===== src/rtl/pktbuf_port_pkg.sv =====
package pktbuf_port_pkg;
  localparam logic [7:0] OFS_PEEK   = 8'hF0;
  localparam logic [7:0] OFS_POP    = 8'hF2;
  localparam logic [7:0] OFS_RPLO   = 8'hF4;
  localparam logic [7:0] OFS_RPHI   = 8'hF5;
  localparam logic [7:0] OFS_PUTX   = 8'hF6;
  localparam logic [7:0] OFS_PUT    = 8'hF8;
  localparam logic [7:0] OFS_WPLO   = 8'hFA;
  localparam logic [7:0] OFS_WPHI   = 8'hFB;

  typedef struct packed {
    logic idxWr;
    logic idxRd;
    logic regWr;
    logic regRd;
    logic memWr;
    logic memRd;
    logic advance;
  } portStrobe_t;
endpackage


===== src/rtl/pktbuf_port_ctrl.sv =====
module pktbuf_port_ctrl
  import pktbuf_port_pkg::*;
(
  input  logic        csN,
  input  logic        rdN,
  input  logic        wrN,
  input  logic        cmdSel,
  input  logic [7:0]  index,
  output portStrobe_t strobe
);
  logic rdAcc, wrAcc, isMemRdOfs, isMemWrOfs;

  assign rdAcc = !csN && !rdN && wrN;
  assign wrAcc = !csN && !wrN && rdN;
  assign isMemRdOfs = (index == OFS_PEEK) || (index == OFS_POP);
  assign isMemWrOfs = (index == OFS_PUTX) || (index == OFS_PUT);

  always_comb begin
    strobe.idxWr   = wrAcc && !cmdSel;
    strobe.idxRd   = rdAcc && !cmdSel;
    strobe.memRd   = rdAcc && cmdSel && isMemRdOfs;
    strobe.regRd   = rdAcc && cmdSel && !isMemRdOfs;
    strobe.memWr   = wrAcc && cmdSel && isMemWrOfs;
    strobe.regWr   = wrAcc && cmdSel && !isMemWrOfs;
    strobe.advance = (rdAcc && cmdSel && index == OFS_POP) ||
                     (wrAcc && cmdSel && index == OFS_PUT);
  end
endmodule


===== src/rtl/pktbuf_port_dp.sv =====
module pktbuf_port_dp
  import pktbuf_port_pkg::*;
#(
  parameter int ADDR_W     = 12,
  parameter int STUB_DEPTH = 16
) (
  input  logic              clk,
  input  logic              rstN,
  input  logic              busWidth8,
  input  portStrobe_t       strobe,
  input  logic [15:0]       hostDin,
  output logic [15:0]       hostDout,
  output logic [7:0]        index,
  output logic [ADDR_W-1:0] rdPtr,
  output logic [ADDR_W-1:0] wrPtr,
  output logic [ADDR_W-2:0] sramAddr,
  output logic              sramWe,
  output logic [1:0]        sramBe,
  output logic [15:0]       sramWdata,
  input  logic [15:0]       sramRdata
);
  localparam int SW     = $clog2(STUB_DEPTH);
  localparam int HI_PAD = 16 - ADDR_W;

  logic [ADDR_W-1:0] stepVal;
  logic [7:0]        stubRd [STUB_DEPTH];
  logic [7:0]        regVal;
  logic [15:0]       memVal;

  assign stepVal = busWidth8 ? ADDR_W'(1) : ADDR_W'(2);

  always_ff @(posedge clk or negedge rstN) begin
    if (!rstN) index <= '0;
    else if (strobe.idxWr) index <= hostDin[7:0];
  end

  genvar g;
  for (g = 0; g < STUB_DEPTH; g++) begin : gStub
    logic [7:0] q;
    always_ff @(posedge clk or negedge rstN) begin
      if (!rstN) q <= '0;
      else if (strobe.regWr && index == 8'(g)) q <= hostDin[7:0];
    end
    assign stubRd[g] = q;
  end

  always_ff @(posedge clk or negedge rstN) begin
    if (!rstN) rdPtr <= '0;
    else if (strobe.regWr && index == OFS_RPLO) rdPtr[7:0] <= hostDin[7:0];
    else if (strobe.regWr && index == OFS_RPHI) rdPtr[ADDR_W-1:8] <= hostDin[ADDR_W-9:0];
    else if (strobe.memRd && strobe.advance) rdPtr <= rdPtr + stepVal;
  end

  always_ff @(posedge clk or negedge rstN) begin
    if (!rstN) wrPtr <= '0;
    else if (strobe.regWr && index == OFS_WPLO) wrPtr[7:0] <= hostDin[7:0];
    else if (strobe.regWr && index == OFS_WPHI) wrPtr[ADDR_W-1:8] <= hostDin[ADDR_W-9:0];
    else if (strobe.memWr && strobe.advance) wrPtr <= wrPtr + stepVal;
  end

  always_comb begin
    regVal = '0;
    if (index < 8'(STUB_DEPTH)) regVal = stubRd[index[SW-1:0]];
    else begin
      case (index)
        OFS_RPLO: regVal = rdPtr[7:0];
        OFS_RPHI: regVal = {{HI_PAD{1'b0}}, rdPtr[ADDR_W-1:8]};
        OFS_WPLO: regVal = wrPtr[7:0];
        OFS_WPHI: regVal = {{HI_PAD{1'b0}}, wrPtr[ADDR_W-1:8]};
        default:  regVal = '0;
      endcase
    end
  end

  assign memVal = busWidth8 ? {8'h00, (rdPtr[0] ? sramRdata[15:8] : sramRdata[7:0])}
                            : sramRdata;

  always_ff @(posedge clk or negedge rstN) begin
    if (!rstN) hostDout <= '0;
    else if (strobe.idxRd) hostDout <= {8'h00, index};
    else if (strobe.memRd) hostDout <= memVal;
    else if (strobe.regRd) hostDout <= {8'h00, regVal};
  end

  assign sramWe    = strobe.memWr;
  assign sramAddr  = strobe.memWr ? wrPtr[ADDR_W-1:1] : rdPtr[ADDR_W-1:1];
  assign sramWdata = busWidth8 ? {hostDin[7:0], hostDin[7:0]} : hostDin;
  assign sramBe    = busWidth8 ? (wrPtr[0] ? 2'b10 : 2'b01) : 2'b11;
endmodule


===== src/rtl/pktbuf_index_port.sv =====
module pktbuf_index_port
  import pktbuf_port_pkg::*;
#(
  parameter int ADDR_W     = 12,
  parameter int STUB_DEPTH = 16
) (
  input  logic              clk,
  input  logic              rstN,
  input  logic              busWidth8,
  input  logic              csN,
  input  logic              rdN,
  input  logic              wrN,
  input  logic              cmdSel,
  input  logic [15:0]       hostDin,
  output logic [15:0]       hostDout,
  output logic [ADDR_W-2:0] sramAddr,
  output logic              sramWe,
  output logic [1:0]        sramBe,
  output logic [15:0]       sramWdata,
  input  logic [15:0]       sramRdata
);
  portStrobe_t       strobe;
  logic [7:0]        index;
  logic [ADDR_W-1:0] rdPtr;
  logic [ADDR_W-1:0] wrPtr;

  pktbuf_port_ctrl u_ctrl (
    .csN(csN), .rdN(rdN), .wrN(wrN), .cmdSel(cmdSel),
    .index(index), .strobe(strobe)
  );

  pktbuf_port_dp #(.ADDR_W(ADDR_W), .STUB_DEPTH(STUB_DEPTH)) u_dp (
    .clk(clk), .rstN(rstN), .busWidth8(busWidth8), .strobe(strobe),
    .hostDin(hostDin), .hostDout(hostDout), .index(index),
    .rdPtr(rdPtr), .wrPtr(wrPtr), .sramAddr(sramAddr), .sramWe(sramWe),
    .sramBe(sramBe), .sramWdata(sramWdata), .sramRdata(sramRdata)
  );
endmodule


===== config.mk =====
export PLATFORM = sky130hd
export DESIGN_NAME = pktbuf_index_port
export DESIGN_NICKNAME = d
export VERILOG_FILES = /design/src/rtl/pktbuf_port_pkg.sv /design/src/rtl/pktbuf_port_ctrl.sv /design/src/rtl/pktbuf_port_dp.sv /design/src/rtl/pktbuf_index_port.sv
export SDC_FILE = /design/constraint.sdc
export NUM_CORES = 1
export LEC_CHECK = 0
export ABC_AREA = 1
export BUFFER_PORTS_ARGS = -buffer_cell sky130_fd_sc_hd__clkbuf_2
export CORE_UTILIZATION = 24
export CTS_CLUSTER_SIZE = 8
export DETAILED_ROUTE_END_ITERATION = 12
export SLEW_MARGIN = 10
export SYNTH_ARGS = -nofsm -noshare
export SYNTH_HDL_FRONTEND = slang
export SYNTH_SLANG_ARGS = --single-unit

===== constraint.sdc =====
create_clock -name clk -period 4.1 [get_ports clk]
set_clock_uncertainty 0.2 [all_clocks]
set_input_delay 1.23 -clock clk [delete_from_list [all_inputs] [get_ports clk]]
set_output_delay 1.23 -clock clk [all_outputs]
set_load 0.01 [all_outputs]

==> results of run 1 <==
## cells by family after synthesis
logic type,count (synthesis),synth area share
multiplexers,7,0.00731
flip-flops,176,0.459
AND/OR/NAND/NOR,676,0.306
buffers and inverters,157,0.0769
XOR/XNOR,13,0.0119
adder cells (fa/ha/maj),8,0.0120
AO/OA/AOI/OAI,236,0.126
## final timing paths
check | startpoint | endpoint | slack (ns)
worst min-delay path | u_dp.gStub[8].q[4]$_DFFE_PN0P_ | u_dp.gStub[8].q[4]$_DFFE_PN0P_ | 0.29
worst min register to register | u_dp.gStub[8].q[4]$_DFFE_PN0P_ | u_dp.gStub[8].q[4]$_DFFE_PN0P_ | 0.29
worst max-delay path | u_dp.index[1]$_DFFE_PN0P_ | sramAddr[9] | 0.28
min in group asynchronous | rstN | u_dp.wrPtr[8]$_DFFE_PN0P_ | 0.62
max in group asynchronous | rstN | u_dp.gStub[1].q[7]$_DFFE_PN0P_ | 2.29
worst max register to register | u_dp.index[0]$_DFFE_PN0P_ | u_dp.rdPtr[11]$_DFFE_PN0P_ | 1.04
## state kept, by name, summed over array words and instances, names as in the netlist
register / count
u_dp.wrPtr: 12
u_dp.gStub.q: 128
u_dp.hostDout: 16
u_dp.index: 8
u_dp.rdPtr: 12
## report_power, final
part           switching [uW]  leakage, uW  internal, uW
combinational             507      0.00286           193
clock                     753     0.000295          1000
sequential               84.3      0.00236          1850
total                    1340      0.00552          3050
## worst max-delay path, cell delays in order, from the launching register on
cell and delay [ns]:
dfrtp_1 0.65, inv_4 0.24, nor2_2 0.16, nand2_1 0.07, nand2_1 0.08, nand2_2 0.08, nor2_2 0.08, buf_4 0.22
nand2_1 0.07, o21ai_0 0.09, clkbuf_2 0.17
## metrics by stage
stage	area, sq um	util	setup WS [ns]	total power [uW]	hold WS, ns
after global placement	10500	0.269	0.400	2660	0.266
after global routing	11100	0.285	0.0941	4570	0.302
final	11100	0.285	0.284	4390	0.286
after detailed placement	10500	0.269	0.345	2670	0.273
after CTS	11100	0.285	0.271	4430	0.290
after floorplan	9590	-	0.518	2380	0.253
## final cells by class
cell class / count / area, sq um / share of cell area
Inverter: 86 / 329 / 0.0296
Sequential cell: 176 / 4400 / 0.397
Multi-Input combinational cell: 940 / 4450 / 0.400
Clock buffer: 19 / 453 / 0.0408
Timing Repair Buffer: 112 / 649 / 0.0585
Tap cell: 518 / 648 / 0.0584
Clock inverter: 13 / 175 / 0.0158
## layer usage
metal	wire (um)	GRT usage
met1	13400	0.197
met2	13000	0.230
met3	1600	0.0198
met4	1340	0.0747
met5	0	0
## cell usage in the layout (no fill, tap or decap), types with 2 or more instances in the layout
master	synthesis	layout
dfrtp_1	176	176
clkbuf_16	0	17
nor2_4	5	5
clkbuf_8	0	2
clkinvlp_4	0	4
clkbuf_2	0	83
nand4_1	13	13
o211ai_1	5	5
nand2_2	8	8
mux2i_1	7	7
o22ai_1	12	12
nand2_1	554	554
nor2_2	5	5
nand4_2	3	3
bufinv_16	0	3
fa_1	2	2
o21ai_0	128	128
buf_4	13	27
nor3_1	6	6
nand4_4	7	7
nand2_4	2	2
nand3_1	41	41
o21ai_1	75	75
xor2_1	12	12
inv_6	0	4
inv_4	2	2
inv_2	7	7
a21oi_1	15	15
nor2_1	25	25
ha_1	6	6
inv_1	75	75
==> impl_metrics.csv, run 1 <==
group,metric,value,unit
critical_path,critPathLaunchType,"register",
timing,min_period,3.82,ns
clocking,cts_tree,"yes",
clocking,insertion_delay,0.45,ns
drt,drt-total-wl,29300,um
floorplanning,initial_core_util,0.246,
yosys,synth_warnings,0,
grt,grt_max_degree,74,
floorplanning,core_area,39000,sq um
clocking,cts.clk_slew.worst_paths,0.07,ns
clocking,clock_path_buffers,2,
drt,first_pass_iters,6,
clocking,cts_root_buffer,"clkbuf_16",
critical_path,ff2ff_path_depth,10,
clocking,cts_resized,0,
timing,rsz0062_at_grt,"false",
clocking,holdBufCountCts,0,
grt,globalRoute.totalOverflow,0,
placement,dp.final_hpwl,20300,um
timing,tns,0,ns
yosys,synthesis.area,9590,sq um
timing,maxSlewHeadroom,0.332,
layout,fill_cells,4171,
yosys,synth_area_per_cell,7.53,sq um
yosys,synthTopCellsByCount,"nand2_1 (554), dfrtp_1 (176), o21ai_0 (128)",
yosys,yosysMostFrequentCell,"nand2_1",
timing,setup_viol,0,
placement,dp.cells,1832,
critical_path,crit_path_end_kind,"output pin",
yosys,synth_cells,1273,
clocking,post_cts_buffers,0,
layout,drive_gt1_frac,0.141,
grt,grt_pass1_wl,46600,um
critical_path,critPathKind,"register to output pin",
yosys,synth-edff-count,0,
drt,initialDrtViolationCount,715,
grt,track_usage,0.147,
floorplanning,die_h,202,um
yosys,synth_flop_cell,"dfrtp_1",
layout,fin_nets,1380,
critical_path,critPathRequiredTime,2.67,ns
drt,via_count,8544,
drt,final_antenna_net_count,0,
layout,antenna_cells,0,
pwr,leakage,0.00552,uW
drt,wire_per_inst,15.7,um
timing,tightestPinTransition,1.00,ns
grt,antenna_found_initial,1,
timing,max_freq,262,MHz
grt,grt_pass1_vias,8144,
floorplanning,fp-row-count,72,
pwr,ir_drop,0.320,mV
job,drv_cap,0,
yosys,synth_cell_types,41,
clocking,cts.htree.levels,4,
placement,place_congestion,0.909,
yosys,yosysTopAreaCell,"dfrtp_1",
hold_path,min_path_cells,2,
layout,area_delta_synth_final,15.8,%
layout,stdcell_count,1864,
timing,report.final.slew_viol_count,0,
clocking,clkSinkCount,176,
critical_path,cp_max_fo,26,
yosys,ys_seq_elements,176,
floorplanning,ioPinCount,85,
placement,portBuffers,84,
floorplanning,die-area,40800,sq um
timing,hold_violations,0,
drt,viasPerCell,4.58,
hold_path,min_path_type,"register to register",
clocking,numCtsBuffers,17,
critical_path,worstPathArrival,2.39,ns
outcome,status,"completed",
pwr,power_density,396,nW/um^2
yosys,async_flop_share,1.00,
yosys,yosysSeqAreaShare,0.459,
timing,timing.final.crit_share,0.931,
yosys,syn_nets,1320,
drt,drc,0,
yosys,ys_top_cells_by_area,"dfrtp_1 (46%), nand2_1 (22%), o21ai_0 (6.7%)",
yosys,synth_top_area_frac,0.459,
floorplanning,fp.dieW,202,um
(Power assumes the default switching activity.)
==> inputs of run 2 (changes only) <==
--- a/config.mk
+++ b/config.mk
@@ -7,9 +7,11 @@
 export LEC_CHECK = 0
 export ABC_AREA = 1
 export BUFFER_PORTS_ARGS = -buffer_cell sky130_fd_sc_hd__clkbuf_2
-export CORE_UTILIZATION = 24
+export CORE_UTILIZATION = 65
+export CTS_BUF_LIST = sky130_fd_sc_hd__clkbuf_8
 export CTS_CLUSTER_SIZE = 8
 export DETAILED_ROUTE_END_ITERATION = 12
+export PLACE_DENSITY = 0.86
 export SLEW_MARGIN = 10
 export SYNTH_ARGS = -nofsm -noshare
 export SYNTH_HDL_FRONTEND = slang
==> impl_metrics.csv, run 2 (synthesis results as in run 1) <==
group,metric,value,unit
critical_path,worstPathArrival,2.42,ns
layout,drive_gt1_frac,0.138,
timing,hold_violations,0,
clocking,clkSinkCount,176,
floorplanning,die-area,15200,sq um
placement,dp.final_hpwl,17000,um
outcome,status,"completed",
drt,first_pass_iters,5,
layout,fin_nets,1376,
layout,antenna_cells,0,
hold_path,min_path_type,"register to register",
drt,drt-total-wl,25300,um
grt,grt_max_degree,71,
timing,maxSlewHeadroom,0.403,
timing,report.final.slew_viol_count,0,
drt,final_antenna_net_count,0,
clocking,cts_resized,0,
floorplanning,fp.dieW,123,um
timing,setup_viol,0,
timing,timing.final.crit_share,0.940,
placement,placed_cell_area,10000,sq um
grt,track_usage,0.355,
placement,portBuffers,84,
layout,final_area,10400,sq um
layout,largest_register,"u_dp.gStub.q",
clocking,post_cts_buffers,0,
grt,grt_pass1_vias,7961,
floorplanning,core_area,14500,sq um
critical_path,critPathKind,"input pin to output pin",
drt,drc,0,
critical_path,critPathMostFrequentCell,"clkbuf_2",
critical_path,slowest_stage,"nor2_2",
layout,layout_common_cells,"nand2_1 (554), dfrtp_1 (176), o21ai_0 (128)",
clocking,numCtsBuffers,17,
job,drv_cap,0,
timing,rsz0062_at_grt,"false",
timing,tightestPinTransition,0.895,ns
grt,grt_pass1_wl,40800,um
floorplanning,fp-row-count,44,
floorplanning,die_h,123,um
timing,min_period,3.85,ns
pwr,ir_drop,0.271,mV
layout,reg_top3,"u_dp.gStub.q: 128 flops, u_dp.hostDout: 16 flops",
pwr,leakage,0.00539,uW
clocking,cts.htree.levels,4,
critical_path,cp_max_fo,24,
timing,max_freq,260,MHz
placement,place_congestion,0.943,
layout,area_delta_synth_final,8.48,%
floorplanning,ioPinCount,85,
timing,whs,0.292,ns
critical_path,path_delay_family,"simple AND/OR/NAND/NOR gates",
clocking,cts_root_buffer,"clkbuf_8",
layout,largest_reg_flops,128,
critical_path,crit_chain,"clkbuf_2 > nor2_1 > nand3_1 > nor2_2 > buf_12 > nand2_1 > o21ai_0 > clkbuf_2",
layout,final_common_cell,"nand2_1",
drt,wire_per_inst,16.6,um
pwr,p_total,3720,uW
critical_path,crit_path_end_kind,"output pin",
grt,globalRoute.totalOverflow,0,
critical_path,slowest_delay,0.22,ns
grt,antenna_found_initial,0,
timing,tns,0,ns
drt,via_count,8734,
clocking,clock_path_buffers,2,
drt,initialDrtViolationCount,1054,
pwr,power_density,357,nW/um^2
critical_path,critPathRequiredTime,2.67,ns
critical_path,critPathLaunchType,"input pin",
clocking,cts_tree,"yes",
clocking,cts.clk_slew.worst_paths,0.08,ns
clocking,insertion_delay,0.47,ns
floorplanning,initial_core_util,0.662,
clocking,holdBufCountCts,0,
critical_path,critPathBufInv,3,
drt,viasPerCell,5.72,
==> run 2: changes by cell type in the layout (fill, tap and decap cells not counted), sizes merged <==
| cell | before | now |
|---|---|---|
| clkbuf | 102 | 103 |
| bufinv | 3 | 0 |
| clkinv | 3 | 7 |
| inv | 89 | 87 |
| buf | 29 | 25 |
==> run 2: through the flow <==
| step | instances | worst slack [ns] | util |
|---|---|---|---|
| 6_report | 1526 | 0.247 | 0.718 |
| 3_5_place_dp | 1494 | 0.312 | 0.694 |
| 3_3_place_gp | 1494 | 0.299 | 0.694 |
| 4_1_cts | 1526 | 0.297 | 0.718 |
| 2_1_floorplan | 1273 | 0.518 | - |
| 5_1_grt | 1526 | 0.161 | 0.718 |
==> run 2: power by group <==
part	internal (uW)	switching (uW)	total [uW]
clock	467	638	1100
combinational	190	491	681
sequential	1850	80.1	1930
total	2510	1210	3720
==> run 2: worst min-delay path: cells and delay by family, from the launching register on <==
kind	cells	cell delay, ns
compound gates	1	0.06
simple gates	1	0.05
flops	1	0.35
==> run 2: final cells by class <==
| type | count | area (sq um) |
|---|---|---|
| well taps | 184 | 230 |
| repair buffers | 108 | 632 |
| inverters | 86 | 329 |
| flip-flops and latches | 176 | 4400 |
| clock inverters | 12 | 83.8 |
| clock buffers | 20 | 275 |
| fillers | 1145 | 4080 |
| multi-input cells | 940 | 4450 |
==> run 2: path summary, 6_finish.rpt <==
| path | start | end | slack (ns) | depth (start not counted) |
|---|---|---|---|---|
| worst max-delay path | csN | sramAddr[7] | 0.25 | 8 |
| worst min-delay path | u_dp.gStub[6].q[2]$_DFFE_PN0P_ | u_dp.gStub[6].q[2]$_DFFE_PN0P_ | 0.29 | 2 |
| worst max register to register | u_dp.index[0]$_DFFE_PN0P_ | u_dp.rdPtr[9]$_DFFE_PN0P_ | 1.03 | 10 |
| worst min register to register | u_dp.gStub[6].q[2]$_DFFE_PN0P_ | u_dp.gStub[6].q[2]$_DFFE_PN0P_ | 0.29 | 2 |
| max in group asynchronous | rstN | u_dp.gStub[3].q[3]$_DFFE_PN0P_ | 2.43 | 2 |
| min in group asynchronous | rstN | u_dp.gStub[8].q[3]$_DFFE_PN0P_ | 0.47 | 1 |
==> run 2: metal layers <==
metal | vias up | global-route usage | wire length, um
met4 | 0 | 0.114 | 728
li1 | 4183 | - | -
met1 | 4062 | 0.498 | 10700
met3 | 65 | 0.0863 | 2310
met5 | - | 0 | 0
met2 | 424 | 0.543 | 11500
==> inputs of run 3 (changes only) <==
--- a/config.mk
+++ b/config.mk
@@ -8,11 +8,11 @@
 export ABC_AREA = 1
 export BUFFER_PORTS_ARGS = -buffer_cell sky130_fd_sc_hd__clkbuf_2
 export CORE_UTILIZATION = 65
-export CTS_BUF_LIST = sky130_fd_sc_hd__clkbuf_8
 export CTS_CLUSTER_SIZE = 8
 export DETAILED_ROUTE_END_ITERATION = 12
 export PLACE_DENSITY = 0.86
 export SLEW_MARGIN = 10
 export SYNTH_ARGS = -nofsm -noshare
 export SYNTH_HDL_FRONTEND = slang
+export SYNTH_HIERARCHICAL = 1
 export SYNTH_SLANG_ARGS = --single-unit
==> impl_metrics.csv, run 3 <==
group,metric,value,unit
yosys,ys_top_cells_by_area,"dfrtp_1 (47%), nand2_1 (25%), o21ai_0 (11%)",
timing,rsz0062_at_grt,"false",
clocking,cts_tree,"yes",
drt,initialDrtViolationCount,1156,
critical_path,crit_path_end_kind,"output pin",
layout,final_common_cell,"nand2_1",
critical_path,critPathKind,"input pin to output pin",
yosys,synth_area_per_cell,7.16,sq um
clocking,cts.htree.levels,4,
floorplanning,ioPinCount,85,
floorplanning,die-area,15000,sq um
hold_path,min_path_type,"register to register",
floorplanning,fp-row-count,43,
clocking,holdBufCountCts,0,
hold_path,hold_path_end,"u_dp/gStub[0].q[1]$_DFFE_PN0P_",
layout,utilization,0.750,
clocking,numCtsBuffers,17,
drt,drc,0,
grt,track_usage,0.367,
layout,largest_register,"u_dp/gStub.q",
drt,wire_per_inst,16.6,um
clocking,clkSinkCount,176,
clocking,cts_resized,0,
layout,drive_gt1_frac,0.105,
timing,hold_violations,0,
drt,viasPerCell,5.84,
critical_path,critPathLaunchType,"input pin",
layout,reg_top3,"u_dp/gStub.q: 128 flops, u_dp/hostDout: 16 flops",
outcome,status,"completed",
drt,final_antenna_net_count,0,
critical_path,r2r_end,"u_dp/rdPtr[9]$_DFFE_PN0P_",
layout,largest_reg_flops,128,
timing,min_period,3.74,ns
critical_path,critPathRequiredTime,2.67,ns
yosys,yosysSeqAreaShare,0.466,
placement,placed_cell_area,9880,sq um
yosys,synthTopCellsByCount,"nand2_1 (630), o21ai_0 (208), dfrtp_1 (176)",
clocking,insertion_delay,0.43,ns
floorplanning,die_h,123,um
yosys,synth_flop_cell,"dfrtp_1",
layout,area_delta_synth_final,11.4,%
clocking,cts_root_buffer,"clkbuf_16",
drt,drt-total-wl,26000,um
placement,portBuffers,84,
timing,report.final.slew_viol_count,0,
critical_path,rr_startpoint,"u_dp/index[1]$_DFFE_PN0P_",
clocking,cts.clk_slew.worst_paths,0.06,ns
grt,grt_pass1_wl,41800,um
clocking,clock_path_buffers,2,
grt,grt_max_degree,67,
yosys,synthesis.area,9460,sq um
drt,via_count,9132,
yosys,async_flop_share,1.00,
grt,globalRoute.totalOverflow,0,
clocking,post_cts_buffers,0,
timing,maxSlewHeadroom,0.297,
critical_path,ff2ff_path_depth,9,
floorplanning,initial_core_util,0.674,
timing,max_freq,268,MHz
critical_path,worstPathArrival,2.31,ns
placement,place_congestion,0.965,
job,drv_cap,0,
drt,first_pass_iters,5,
layout,layout_common_cells,"nand2_1 (630), o21ai_0 (208), dfrtp_1 (175)",
yosys,synth_warnings,6,
yosys,yosysTopAreaCell,"dfrtp_1",
layout,antenna_cells,0,
yosys,yosysMostFrequentCell,"nand2_1",
yosys,syn_nets,1368,
timing,tightestPinTransition,1.05,ns
yosys,synth_cells,1321,
yosys,synth_top_area_frac,0.466,
timing,timing.final.crit_share,0.911,
floorplanning,core_area,14000,sq um
hold_path,min-delay-start,"u_dp/gStub[0].q[1]$_DFFE_PN0P_",
yosys,synth-edff-count,0,
critical_path,r2r_setup_slack,0.90,ns
grt,antenna_found_initial,0,
placement,dp.final_hpwl,16900,um
layout,fin_nets,1418,
yosys,ys_seq_elements,176,
timing,setup_viol,0,
pwr,p_total,4220,uW
critical_path,cp_max_fo,24,
timing,tns,0,ns
layout,final_area,10500,sq um
pwr,leakage,0.00554,uW
yosys,synth_cell_types,31,
pwr,power_density,400,nW/um^2
pwr,ir_drop,0.293,mV
hold_path,min_path_cells,2,
floorplanning,fp.dieW,123,um
grt,grt_pass1_vias,8256,
## run 3: how the worst max path moves through the flow
stage	startpoint	to	slack, ns
global placement	csN	sramAddr[5]	0.47
global route	busWidth8	sramWdata[8]	0.26
finish	csN	sramAddr[5]	0.36
detailed placement	csN	sramAddr[5]	0.41
floorplan	csN	sramAddr[0]	0.55
CTS	csN	sramAddr[5]	0.39
## run 3: logic make-up (layout without fill, tap and decap cells)
logic type | after synthesis | in the layout | synth area share
AND/OR/NAND/NOR | 710 | 710 | 0.292
XOR/XNOR | 13 | 13 | 0.0120
flip-flops | 176 | 176 | 0.466
buffers and inverters | 162 | 225 | 0.0776
AO/OA/AOI/OAI | 252 | 252 | 0.140
adder cells (fa/ha/maj) | 8 | 8 | 0.0122
## run 3: critical path: stages
cell and delay (ns):
clkbuf_2 0.08, inv_1 0.10, nand4_1 0.17, nor2_2 0.15, buf_4 0.24, nand2_1 0.10
o21ai_0 0.08, clkbuf_2 0.16
## run 3: layout make-up
class / instances / area (sq um)
sequential: 176 / 4410
multi-input combinational: 983 / 4330
fill: 1109 / 3510
timing repair buffer: 104 / 589
clock buffer: 17 / 425
inverter: 89 / 334
clock inverter: 15 / 231
tap: 180 / 225
## run 3: where the power goes
group | switching (uW) | internal [uW]
clock | 719 | 1090
sequential | 58.9 | 1800
combinational | 412 | 131
## run 3: per-layer routing
metal  vias up  part of all wire  global-route usage  wire, um
met3        76              0.10              0.0748      2690
met5         -                 0                   0         0
met4         0             0.029               0.140       762
met2       519              0.46               0.558     11800
li1       4284                 -                   -         -
met1      4253              0.41               0.521     10700
## run 3: stage by stage
| step | hold WS (ns) | setup slack, ns | std cells |
|---|---|---|---|
| finish | 0.287 | 0.363 | 1564 |
| global route | 0.306 | 0.259 | 1564 |
| CTS | 0.289 | 0.394 | 1564 |
| detailed placement | 0.273 | 0.406 | 1532 |
| global placement | 0.266 | 0.467 | 1532 |
| floorplan | 0.253 | 0.545 | 1321 |
